[config.mk]
export PLATFORM = sky130hd
export DESIGN_NAME = raw_capture_port
export DESIGN_NICKNAME = d
export VERILOG_FILES = /design/src/rtl/raw_cap_pkg.sv /design/src/rtl/rc_gap_detect.sv /design/src/rtl/rc_sample_count.sv /design/src/rtl/rc_out_fifo.sv /design/src/rtl/raw_capture_port.sv
export SDC_FILE = /design/constraint.sdc
export NUM_CORES = 1
export LEC_CHECK = 0
export ABC_CLOCK_PERIOD_IN_PS = 2190
export BUFFER_PORTS_ARGS = -buffer_cell sky130_fd_sc_hd__buf_2
export CORE_MARGIN = 4
export CORE_UTILIZATION = 25
export DETAILED_ROUTE_END_ITERATION = 6
export GPL_TIMING_DRIVEN = 1
export PLACE_DENSITY = 0.45
export SLEW_MARGIN = 20
export SYNTH_ARGS = -nofsm -noshare
export SYNTH_HDL_FRONTEND = slang
export SYNTH_SLANG_ARGS = --single-unit
[constraint.sdc]
create_clock -name clk -period 2.19 [get_ports clk]
set_input_delay 0.3285 -clock clk [delete_from_list [all_inputs] [get_ports clk]]
set_output_delay 0.3285 -clock clk [all_outputs]
set_load 0.1 [all_outputs]
[src/rtl/raw_cap_pkg.sv]
package raw_cap_pkg;
  typedef enum logic [1:0] {
    ST_IDLE = 2'd0,
    ST_LOCK = 2'd1,
    ST_CAPT = 2'd2,
    ST_DONE = 2'd3
  } cap_state_e;
endpackage

[src/rtl/rc_gap_detect.sv]
// Measures cap_en low stretches while active; reports when the GAPS-th
// qualifying stretch completes.
module rc_gap_detect #(
  parameter int THR_W = 12,
  parameter int GAPS  = 2
) (
  input  logic             clk,
  input  logic             rst_n,
  input  logic             active,
  input  logic             cap_en,
  input  logic [THR_W-1:0] thr,
  output logic             lock_now
);
  localparam int GC_W = $clog2(GAPS + 1);
  localparam logic [THR_W-1:0] RUN_MAX = '1;

  logic [THR_W-1:0] low_run_q;
  logic [GC_W-1:0]  gaps_q;
  logic [THR_W-1:0] thr_eff;
  logic [THR_W:0]   run_plus;
  logic             qualify;

  // a zero threshold is treated as one cycle
  assign thr_eff  = (thr == '0) ? THR_W'(1) : thr;
  assign run_plus = {1'b0, low_run_q} + 1'b1;
  assign qualify  = active && !cap_en && (run_plus == {1'b0, thr_eff});
  assign lock_now = qualify && (gaps_q == GC_W'(GAPS - 1));

  always_ff @(posedge clk or negedge rst_n) begin
    if (!rst_n) begin
      low_run_q <= '0;
      gaps_q    <= '0;
    end else if (!active) begin
      low_run_q <= '0;
      gaps_q    <= '0;
    end else begin
      if (cap_en)
        low_run_q <= '0;
      else if (low_run_q != RUN_MAX)
        low_run_q <= low_run_q + 1'b1;
      if (qualify && gaps_q != GC_W'(GAPS))
        gaps_q <= gaps_q + 1'b1;
    end
  end
endmodule

[src/rtl/rc_sample_count.sv]
// Counts taken samples and flags the one that reaches the stop total.
module rc_sample_count #(
  parameter int CNT_W = 24
) (
  input  logic             clk,
  input  logic             rst_n,
  input  logic             clear,
  input  logic             inc,
  input  logic [CNT_W-1:0] stop,
  output logic             last,
  output logic             stop_zero
);
  logic [CNT_W-1:0] cnt_q;
  logic [CNT_W-1:0] cnt_next;

  assign cnt_next  = cnt_q + 1'b1;
  assign last      = inc && (cnt_next == stop);
  assign stop_zero = (stop == '0);

  always_ff @(posedge clk or negedge rst_n) begin
    if (!rst_n)      cnt_q <= '0;
    else if (clear)  cnt_q <= '0;
    else if (inc)    cnt_q <= cnt_next;
  end
endmodule

[src/rtl/rc_out_fifo.sv]
// Small output queue with valid/ready read side; drops on full push.
module rc_out_fifo #(
  parameter int W     = 10,
  parameter int DEPTH = 4
) (
  input  logic         clk,
  input  logic         rst_n,
  input  logic         clear,
  input  logic         push,
  input  logic [W-1:0] din,
  output logic         drop,
  output logic         out_valid,
  input  logic         out_ready,
  output logic [W-1:0] out_data
);
  localparam int AW = (DEPTH > 1) ? $clog2(DEPTH) : 1;
  localparam int CW = $clog2(DEPTH + 1);

  logic [W-1:0]  mem_q [DEPTH];
  logic [AW-1:0] wr_q, rd_q;
  logic [CW-1:0] cnt_q;
  logic          full, pop, wr_ok;

  assign full      = (cnt_q == CW'(DEPTH));
  assign out_valid = (cnt_q != '0);
  assign pop       = out_valid && out_ready;
  assign wr_ok     = push && (!full || pop);
  assign drop      = push && full && !pop;
  assign out_data  = mem_q[rd_q];

  function automatic logic [AW-1:0] bump(input logic [AW-1:0] p);
    return (p == AW'(DEPTH - 1)) ? '0 : p + 1'b1;
  endfunction

  always_ff @(posedge clk or negedge rst_n) begin
    if (!rst_n) begin
      wr_q  <= '0;
      rd_q  <= '0;
      cnt_q <= '0;
    end else if (clear) begin
      wr_q  <= '0;
      rd_q  <= '0;
      cnt_q <= '0;
    end else begin
      if (wr_ok) wr_q <= bump(wr_q);
      if (pop)   rd_q <= bump(rd_q);
      case ({wr_ok, pop})
        2'b10:   cnt_q <= cnt_q + 1'b1;
        2'b01:   cnt_q <= cnt_q - 1'b1;
        default: cnt_q <= cnt_q;
      endcase
    end
  end

  for (genvar i = 0; i < DEPTH; i++) begin : g_slot
    always_ff @(posedge clk) begin
      if (wr_ok && wr_q == AW'(i)) mem_q[i] <= din;
    end
  end
endmodule

[src/rtl/raw_capture_port.sv]
module raw_capture_port
  import raw_cap_pkg::*;
#(
  parameter int PIX_W      = 10,
  parameter int FIELD_W    = 12,
  parameter int FIFO_DEPTH = 4
) (
  input  logic               clk,
  input  logic               rst_n,
  input  logic               cfg_enable,
  input  logic               cfg_sync_en,
  input  logic               cfg_mode8,
  input  logic [FIELD_W-1:0] cfg_vblank_thr,
  input  logic [FIELD_W-1:0] cfg_stop_x,
  input  logic [FIELD_W-1:0] cfg_stop_y,
  input  logic               cap_en,
  input  logic [PIX_W-1:0]   pix_in,
  output logic               out_valid,
  input  logic               out_ready,
  output logic [PIX_W-1:0]   out_data,
  output logic               sts_waiting,
  output logic               sts_capturing,
  output logic               sts_done,
  output logic               sts_overrun
);
  localparam int CNT_W    = 2 * FIELD_W;
  localparam int NARROW_W = 8;
  localparam int PAD_W    = PIX_W - NARROW_W;

  cap_state_e       state_q, state_d;
  logic             lock_now, take, last, stop_zero, drop, overrun_q;
  logic [CNT_W-1:0] stop_total;
  logic [PIX_W-1:0] word;

  assign stop_total = {cfg_stop_y, cfg_stop_x};
  assign take       = (state_q == ST_CAPT) && cap_en && !stop_zero;

  generate
    if (PAD_W > 0) begin : g_pad
      assign word = cfg_mode8 ? {{PAD_W{1'b0}}, pix_in[PIX_W-1 -: NARROW_W]} : pix_in;
    end else begin : g_nopad
      assign word = pix_in;
    end
  endgenerate

  rc_gap_detect #(.THR_W(FIELD_W), .GAPS(2)) u_gap (
    .clk      (clk),
    .rst_n    (rst_n),
    .active   (state_q == ST_LOCK),
    .cap_en   (cap_en),
    .thr      (cfg_vblank_thr),
    .lock_now (lock_now)
  );

  rc_sample_count #(.CNT_W(CNT_W)) u_cnt (
    .clk       (clk),
    .rst_n     (rst_n),
    .clear     (!cfg_enable),
    .inc       (take),
    .stop      (stop_total),
    .last      (last),
    .stop_zero (stop_zero)
  );

  rc_out_fifo #(.W(PIX_W), .DEPTH(FIFO_DEPTH)) u_fifo (
    .clk       (clk),
    .rst_n     (rst_n),
    .clear     (!cfg_enable),
    .push      (take),
    .din       (word),
    .drop      (drop),
    .out_valid (out_valid),
    .out_ready (out_ready),
    .out_data  (out_data)
  );

  always_comb begin
    state_d = state_q;
    if (!cfg_enable) begin
      state_d = ST_IDLE;
    end else begin
      case (state_q)
        ST_IDLE: state_d = cfg_sync_en ? ST_LOCK : ST_CAPT;
        ST_LOCK: if (lock_now) state_d = ST_CAPT;
        ST_CAPT: if (stop_zero || last) state_d = ST_DONE;
        default: state_d = ST_DONE;
      endcase
    end
  end

  always_ff @(posedge clk or negedge rst_n) begin
    if (!rst_n) begin
      state_q   <= ST_IDLE;
      overrun_q <= 1'b0;
    end else begin
      state_q <= state_d;
      if (!cfg_enable) overrun_q <= 1'b0;
      else if (drop)   overrun_q <= 1'b1;
    end
  end

  assign sts_waiting   = (state_q == ST_LOCK);
  assign sts_capturing = (state_q == ST_CAPT);
  assign sts_done      = (state_q == ST_DONE);
  assign sts_overrun   = overrun_q;
endmodule

# Yosys cells after proc, flatten, opt, wreduce, memory -nomap -nowiden

Memory sizes are Yosys's and may differ from the RTL's.
Cells that the tools add are included.

Add/sub/neg operators: 8
Eq/ne operators: 24
Mux-type cells: 41
Reductions and logical operators: 30

Operator list:

| operator                                                        | number |
|---|---|
| 12-bit two-way mux                                              | 4 |
| 24-bit two-way mux                                              | 2 |
| 10-bit two-way mux                                              | 4 |
| 2-bit two-way mux                                               | 15 |
| 10-bit OR reduction                                             | 3 |
| 24-bit by 1-bit adder with 24-bit output, second input constant | 1 |
| 24-bit == test                                                  | 1 |
| 24-bit logical NOT                                              | 1 |
| 1-bit logical AND                                               | 15 |
| 12-bit by 1-bit adder with 13-bit output, second input constant | 1 |
| 13-bit by 12-bit == test with 1-bit output                      | 1 |
| 1-bit two-way mux                                               | 13 |
| 12-bit by 1-bit adder with 12-bit output, second input constant | 1 |
| 2-bit == test, second input constant                            | 6 |
| 12-bit logical NOT                                              | 1 |
| 12-bit != test, second input constant                           | 1 |
| 2-bit by 1-bit == test with 1-bit output, second input constant | 4 |
| 2-bit by 1-bit != test with 1-bit output, second input constant | 4 |
| 2-bit by 1-bit adder with 2-bit output, second input constant   | 3 |
| 3-bit != test, second input constant                            | 2 |
| 2-bit one-hot mux with 3 select lines                           | 1 |
| 3-bit one-hot mux with 2 select lines                           | 1 |
| 1-bit logical NOT                                               | 4 |
| 2-bit logical NOT                                               | 2 |
| 10 further kinds                                                | 12 |

Register bits after elaboration: 48
Memory bits (writable): 40
Input port bits: 53
Output and inout port bits: 15
Logic and storage cells: 112
Memories kept: 1

Memories:

| name         | depth | bits a word | read ports | clocked after memory_dff | wr ports | RTL line          | RTL |
|---|---|---|---|---|---|---|---|
| u_fifo.mem_q | 4     | 10          | 1          | 0                        | 1        | rc_out_fifo.sv:19 | `logic [W-1:0] mem_q [DEPTH];` |

# Depth between registers and ports, before layout

Depth after elaboration: 11
Depth in mapped cells: 9
Mapped depth without buffers: 9

# Cells and area by module

A second synthesis with hierarchy kept.

Cells, all modules: 554
Area, all modules: 5645.4 µm²

By module, submodules not included:

| module           | instances | cells an instance | area each (µm²) | sequential area each (µm²) |
|---|---|---|---|---|
| rc_sample_count  | 1         | 253               | 2044.5          | 600.6 |
| rc_out_fifo      | 1         | 114               | 2018.2          | 1376.3 |
| rc_gap_detect    | 1         | 159               | 1307.5          | 350.3 |
| raw_capture_port | 1         | 28                | 275.3           | 75.1 |

# Least setup slack after synthesis

Ideal clock, no wire load.

Path type: reg2reg
Start: reg state_q[0]
End: mem u_fifo.mem_q[3][0] (enable)
Setup time: 343 ps
Data arrival time: 2950 ps
Data required time: 1847 ps
Path slack: -1104 ps
Stages on the path, launching flop included: 6
Path buffers: 1
Period minus slack after synthesis: 3294 ps
Path through: dfrtp_1 -> nor2b_1 -> o211ai_1 -> buf_2 -> nor2_1 -> and2_1

Cells in the longest elaborated chain, start to end: 11
Elaborated cells between the ends (all ways): 25
Those cells by class: 1 x eq/ne; 14 x mux; 10 x reduce/logical

RTL lines:

| item                                                                                  | RTL line               | RTL |
|---|---|---|
| from (decl)                                                                           | raw_capture_port.sv:30 | `cap_state_e state_q, state_d;` |
| from (signal assigned)                                                                | raw_capture_port.sv:96 | `state_q <= state_d;` |
| 2-bit == test *                                                                       | n/a                    |  |
| named net sts_capturing                                                               | raw_capture_port.sv:22 | `output logic sts_capturing,` |
| 1-bit logical AND * (2 in series)                                                     | raw_capture_port.sv:36 | `assign take = (state_q == ST_CAPT) && cap_en && !stop_zero;` |
| 1-bit logical AND *                                                                   | rc_out_fifo.sv:27      | `assign wr_ok = push && (!full \|\| pop);` |
| 1-bit logical AND                                                                     | rc_out_fifo.sv:57      | `if (wr_ok && wr_q == AW'(i)) mem_q[i] <= din;` |
| 1-bit two-way mux                                                                     | rc_out_fifo.sv:57      |  |
| 1-bit two-way mux (implied by the code)                                               | rc_out_fifo.sv:57      |  |
| 10-bit OR reduction (no source line)                                                  | n/a                    |  |
| 2-bit two-way mux (no source line) or 1-bit two-way mux (tied branches) (3 in series) | n/a                    |  |
| to (decl)                                                                             | rc_out_fifo.sv:19      |  |

Mark *: on every way through the listed nets, which the timed path passes. The rest lies on a longest branch.

# Final worst setup path

Start: reg u_gap.low_run_q[1]
End: reg u_gap.gaps_q[0]

Cells in the longest elaborated chain, start to end: 5

RTL lines:

| item                                       | RTL line            | RTL |
|---|---|---|
| from (decl)                                | rc_gap_detect.sv:17 | `logic [THR_W-1:0] low_run_q;` |
| from (signal assigned)                     | rc_gap_detect.sv:40 | `low_run_q <= low_run_q + 1'b1;` |
| 12-bit by 1-bit adder with 13-bit output   | rc_gap_detect.sv:25 | `assign run_plus = {1'b0, low_run_q} + 1'b1;` |
| 13-bit by 12-bit == test with 1-bit output | rc_gap_detect.sv:26 | `assign qualify = active && !cap_en && (run_plus == {1'b0, thr_eff});` |
| 1-bit logical AND                          | rc_gap_detect.sv:26 |  |
| 1-bit logical AND                          | rc_gap_detect.sv:41 | `if (qualify && gaps_q != GC_W'(GAPS))` |
| 2-bit != test (no source line)             | n/a                 |  |
| to (signal assigned)                       | rc_gap_detect.sv:42 | `gaps_q <= gaps_q + 1'b1;` |
| to (decl)                                  | rc_gap_detect.sv:18 | `logic [GC_W-1:0] gaps_q;` |

Every way passes these cells.
A chain may end at the register's enable or synchronous reset.

==> qor_table.md <==
| Step | Quantity | Value |
|:---|:---|:---|
| drt | DR DRC count | 0 |
| timing | Pins over their slew limit | 0 |
| floorplanning | Std cell rows | 53 |
| layout | Area growth, synth to finish | 32.1% |
| outcome | Violations in the final reports | negative setup slack |
| global route | Vias in the first global route | 4466 |
| worst setup path | Internal reg-to-reg setup slack | -0.03 ns |
| global route | Most used routing layer | met2 |
| synth | Main combinational cell family by area after synthesis | simple AND/OR/NAND/NOR gates |
| power | Internal | 3.08 mW |
| power | Switching share of total power | 37.1% |
| worst hold path | Worst hold-check path type | in2async |
| worst setup path | Max Fanout on Critical Path | 3 |
| timing | Hold Vio Cnt, Final | 0 |
| timing | Clock skew | 0.00764 ns |
| timing | Slew at the pin closest to its max-slew limit | 0.671 ns |
| synth | Flip-flop cell with the highest count after synthesis | sky130_fd_sc_hd__dfrtp_1 |
| power | Combinational power share | 31.0% |
| timing | Worst setup margin | -0.0292 ns |
| clocking | Root cell of the clock tree | sky130_fd_sc_hd__clkbuf_16 |
| layout | Net count, final | 687 |
| global route | Aggregate global routing overflow | 0 |
| synth | Synth Area in XOR/XNOR | 13.1% |
| worst setup path | Standard cell with the maximum stage delay on the critical path | sky130_fd_sc_hd__dfrtp_1 |
| power | Clock Power Share | 30.9% |
| synth | Mean cell area of the mapped netlist | 11.0 sq um |
| timing | Slew headroom | 55.2% |
| clocking | Hold buffers post-CTS | 0 |
| worst setup path | Endpoint required time on the critical path | 2.46 ns |
| synth | Instance count of the mapped netlist | 485 |
| placed design | RD Place Congestion | 0.830 |
| drt | Number of DRC violations after detailed-routing iteration 0 | 200 |
| layout | Most common library cell in the layout ignoring fill and taps | sky130_fd_sc_hd__buf_4 |
| synth | Count of cell types in the netlist | 66 |
| synth | FFs w/ async S/R, synth | 54.5% |
| synth | Synth Cell Area | 0.00534 sq mm |
| placed design | Number of port buffers | 67 |
| placed design | Placed cell count | 885 |
| layout | Commonest cells after routing, fill and taps aside | 80 x sky130_fd_sc_hd__buf_4, 67 x sky130_fd_sc_hd__buf_2, 47 x sky130_fd_sc_hd__dfrtp_1, 44 x sky130_fd_sc_hd__xnor2_1, 40 x sky130_fd_sc_hd__edfxtp_1 |
| synth | Share of synthesized cell area in full adder, half adder and majority cells | 2.48% |
| power | Worst VDD drop | 0.000369 V |
| drt | Total wirelength of the detailed-routed design | 13.9 mm |
| clocking | # H-tree levels | 3 |
| layout | Share of layout cells above drive strength 1 | 37.0% |
| power | Power share of the sequential group | 38.1% |
| global route | Number of antenna violations at the first check in global routing | 0 |
| outcome | Run status | finished with violations |
| drt | DRT antenna net count | 0 |
| floorplanning | Starting density of the core | 25.4% |
| drt | Via count of the routed design | 4235 |
| synth | Fraction of synthesized area in multiplexers | 6.84% |
| floorplanning | Die height | 154 microns |
| timing | Setup repair after global routing missed its margin | yes |
| floorplanning | Core footprint | 0.0210 sq mm |
| floorplanning | Area of the die | 0.0238 sq mm |
| clocking | TritonCTS clock tree | done |
| clocking | Maximum clock insertion buffer count | 2 |
| power | Leakage power of the design | 2.85 nW |
| synth | Synthesized Nets | 548 |
| flow run | Number of maximum-capacitance constraint violations | 0 |
| worst setup path | Type of element launching the critical path | flop |
| timing | Final period demand of the worst path | 2.22 ns |
| synth | Post-synthesis simple-gate area fraction | 20.9% |
| drt | TritonRoute pass-1 iters | 4 |
| floorplanning | Die extent in x | 154 microns |
| clocking | Register clock-pin slew on the reported worst setup and hold paths | 0.07 ns |
| global route | Global-route wire length before repair | 23.1 mm |
| timing | Setup total negative slack | -0.0292 ns |
| drt | Detailed-route wire length per cell | 15.4 microns |
| global route | Pin count of the biggest net entering global routing | 49 |
| clocking | Source-to-sink clock delay at the later pin of the worst-skew pair | 0.34 ns |
| power | Cell area power density | 694 mW/mm^2 |
| synth | Post-synth EDFFs | 40 |
| power | NetSw | 1.82 mW |
| synth | Area fraction in compound gates after synthesis | 8.42% |
| placed design | Post-DP HPWL | 10.6 mm |
| worst setup path | Critical path class | reg2reg |
| clocking | Number of buffers created by CTS | 9 |
| global route | GRT Total Usage | 12.0% |
| timing | Final worst path period share | 101% |
| timing | Endpoints failing setup | 1 |
| global route | GR Layer Usage met3 | 2.34% |
| timing | Highest clock frequency the design can meet | 0.451 GHz |
| layout | Non-filler instance count after layout | 904 |
| global route | Met1 Resource Use GR | 15.9% |
| worst setup path | Crit-path cells | ha_2 -> buf_4 -> xnor2_1 -> xor2_1 -> and4b_1 -> and4_1 -> nand4_1 -> or3_1 -> o21ai_1 |
| layout | Core Util, Final | 33.5% |
| global route | Fraction of met2 tracks used by global routing | 20.2% |
| synth | Sequential area share after synthesis | 45.0% |
| floorplanning | Top-level I/O count | 68 |
| worst setup path | Maximum single-stage delay on the critical path | 0.41 ns |
| synth | #FFs+latches synth | 88 |
| clocking | Sinks on Clock Net | 88 |
| layout | Antenna cells | 0 |
| drt | Via-per-instance ratio | 4.68 |
| synth | YS warnings | 0 |
| worst setup path | Worst setup EP type | flop |
| worst setup path | Data arrival time of the worst path | 2.49 ns |
[per-stage QoR]
step                      area (sq um)  total power, mW  setup slack, ns  hold WS (ns)
after floorplan                   5370             3.01          -0.0276        0.0329
after global placement            6570             3.39           -0.206         0.480
after detailed placement          6570             3.42           -0.254         0.505
after CTS                         6960             4.97          -0.0119         0.123
after global routing              7050             5.14           -0.162         0.166
final                             7050             4.90          -0.0292        0.0904
[power groups by stage]
stage | Sequential, mW | Clock, mW | Combinational [mW]
floorplan | 1.89 | 0 | 1.12
global placement | 1.89 | 0 | 1.50
detailed placement | 1.90 | 0 | 1.52
CTS | 1.86 | 1.57 | 1.53
global route | 1.88 | 1.65 | 1.62
finish | 1.87 | 1.51 | 1.52
[kinds of logic (layout without fill, tap and decap cells)]
group,count (synthesis),after routing
compound gates,61,61
xor+xnor,73,73
fa+ha+maj,10,10
buf+inv,37,181
flops,88,88
mux,23,23
simple gates,193,193
[cell usage after synthesis (5+ instances only)]
cell type	instances	share of area [%]
sky130_fd_sc_hd__edfxtp_1	40	23
sky130_fd_sc_hd__nor2b_1	10	1.2
sky130_fd_sc_hd__xor2_1	24	3.9
sky130_fd_sc_hd__nor2_1	23	1.6
sky130_fd_sc_hd__clkbuf_1	13	0.91
sky130_fd_sc_hd__mux4_2	10	4.2
sky130_fd_sc_hd__xnor2_1	45	7.4
sky130_fd_sc_hd__a21oi_1	13	1.2
sky130_fd_sc_hd__buf_4	6	0.84
sky130_fd_sc_hd__a31oi_1	6	0.70
sky130_fd_sc_hd__inv_1	11	0.77
sky130_fd_sc_hd__nor4_1	12	1.4
sky130_fd_sc_hd__and3_1	8	0.94
sky130_fd_sc_hd__mux2_2	8	1.7
sky130_fd_sc_hd__and2_1	34	4.0
sky130_fd_sc_hd__or3_1	6	0.70
sky130_fd_sc_hd__and4_1	5	0.82
sky130_fd_sc_hd__nand4_1	17	2.0
sky130_fd_sc_hd__o21ai_0	11	1.0
sky130_fd_sc_hd__nand2_1	30	2.1
sky130_fd_sc_hd__mux2i_1	5	0.94
sky130_fd_sc_hd__ha_1	9	2.1
sky130_fd_sc_hd__nand3_1	16	1.5
sky130_fd_sc_hd__nor3_1	8	0.75
sky130_fd_sc_hd__dfrtp_1	48	23
[critical path, delay by kind of cell, from the launching register on]
kind                     cells  cell delay, ns
adder cells (fa/ha/maj)      1            0.22
AO/OA/AOI/OAI                1            0.07
AND/OR/NAND/NOR              4            0.90
XOR/XNOR                     2            0.40
buffers and inverters        1            0.14
flip-flops                   1            0.41
[flip-flops by register name (all words and copies together), names as in the netlist]
| signal | count |
|---|---|
| sts_overrun | 1 |
| u_cnt.cnt_q | 24 |
| state_q | 2 |
| u_fifo.rd_q | 2 |
| u_gap.low_run_q | 12 |
| u_fifo.wr_q | 2 |
| u_gap.gaps_q | 2 |
| u_fifo.cnt_q | 3 |
| u_fifo.mem_q | 40 |
[final timing paths]
kind / end / from / cells after the start
min in group clk: u_fifo.rd_q[1]$_DFFE_PN0P_ / out_ready / 3
setup / recovery: u_gap.gaps_q[0]$_DFFE_PN0P_ / u_gap.low_run_q[1]$_DFFE_PN0P_ / 9
hold / removal: u_cnt.cnt_q[1]$_DFFE_PN0P_ / rst_n / 2
setup reg to reg: u_gap.gaps_q[0]$_DFFE_PN0P_ / u_gap.low_run_q[1]$_DFFE_PN0P_ / 9
hold reg to reg: sts_overrun$_DFFE_PN0P_ / sts_overrun$_DFFE_PN0P_ / 2
max in group asynchronous: u_cnt.cnt_q[0]$_DFFE_PN0P_ / rst_n / 2
[metal layers]
metal  wire length, microns  vias to the layer above
li1                       -                     2061
met1                   6370                     2056
met2                   6730                      107
met3                    659                       11
met4                    138                        0
met5                      0                        -
[layout make-up]
class / count / area, sq um
well taps: 275 / 344
clock buffers: 9 / 225
flip-flops and latches: 88 / 2400
clock inverters: 7 / 62.6
repair buffers: 154 / 1030
inverters: 11 / 41.3
multi-input cells: 360 / 2940
fillers: 2106 / 14000
[what timing repair did]
| item | in CTS | in global routing |
|---|---|---|
| gates resized for setup | 18 | 18 |
| setup buffers | 1 | 2 |
| setup endpoints to repair | 3 | 48 |
| pin swaps | 4 | 9 |
No activity file was read; power rests on OpenSTA's default activity.
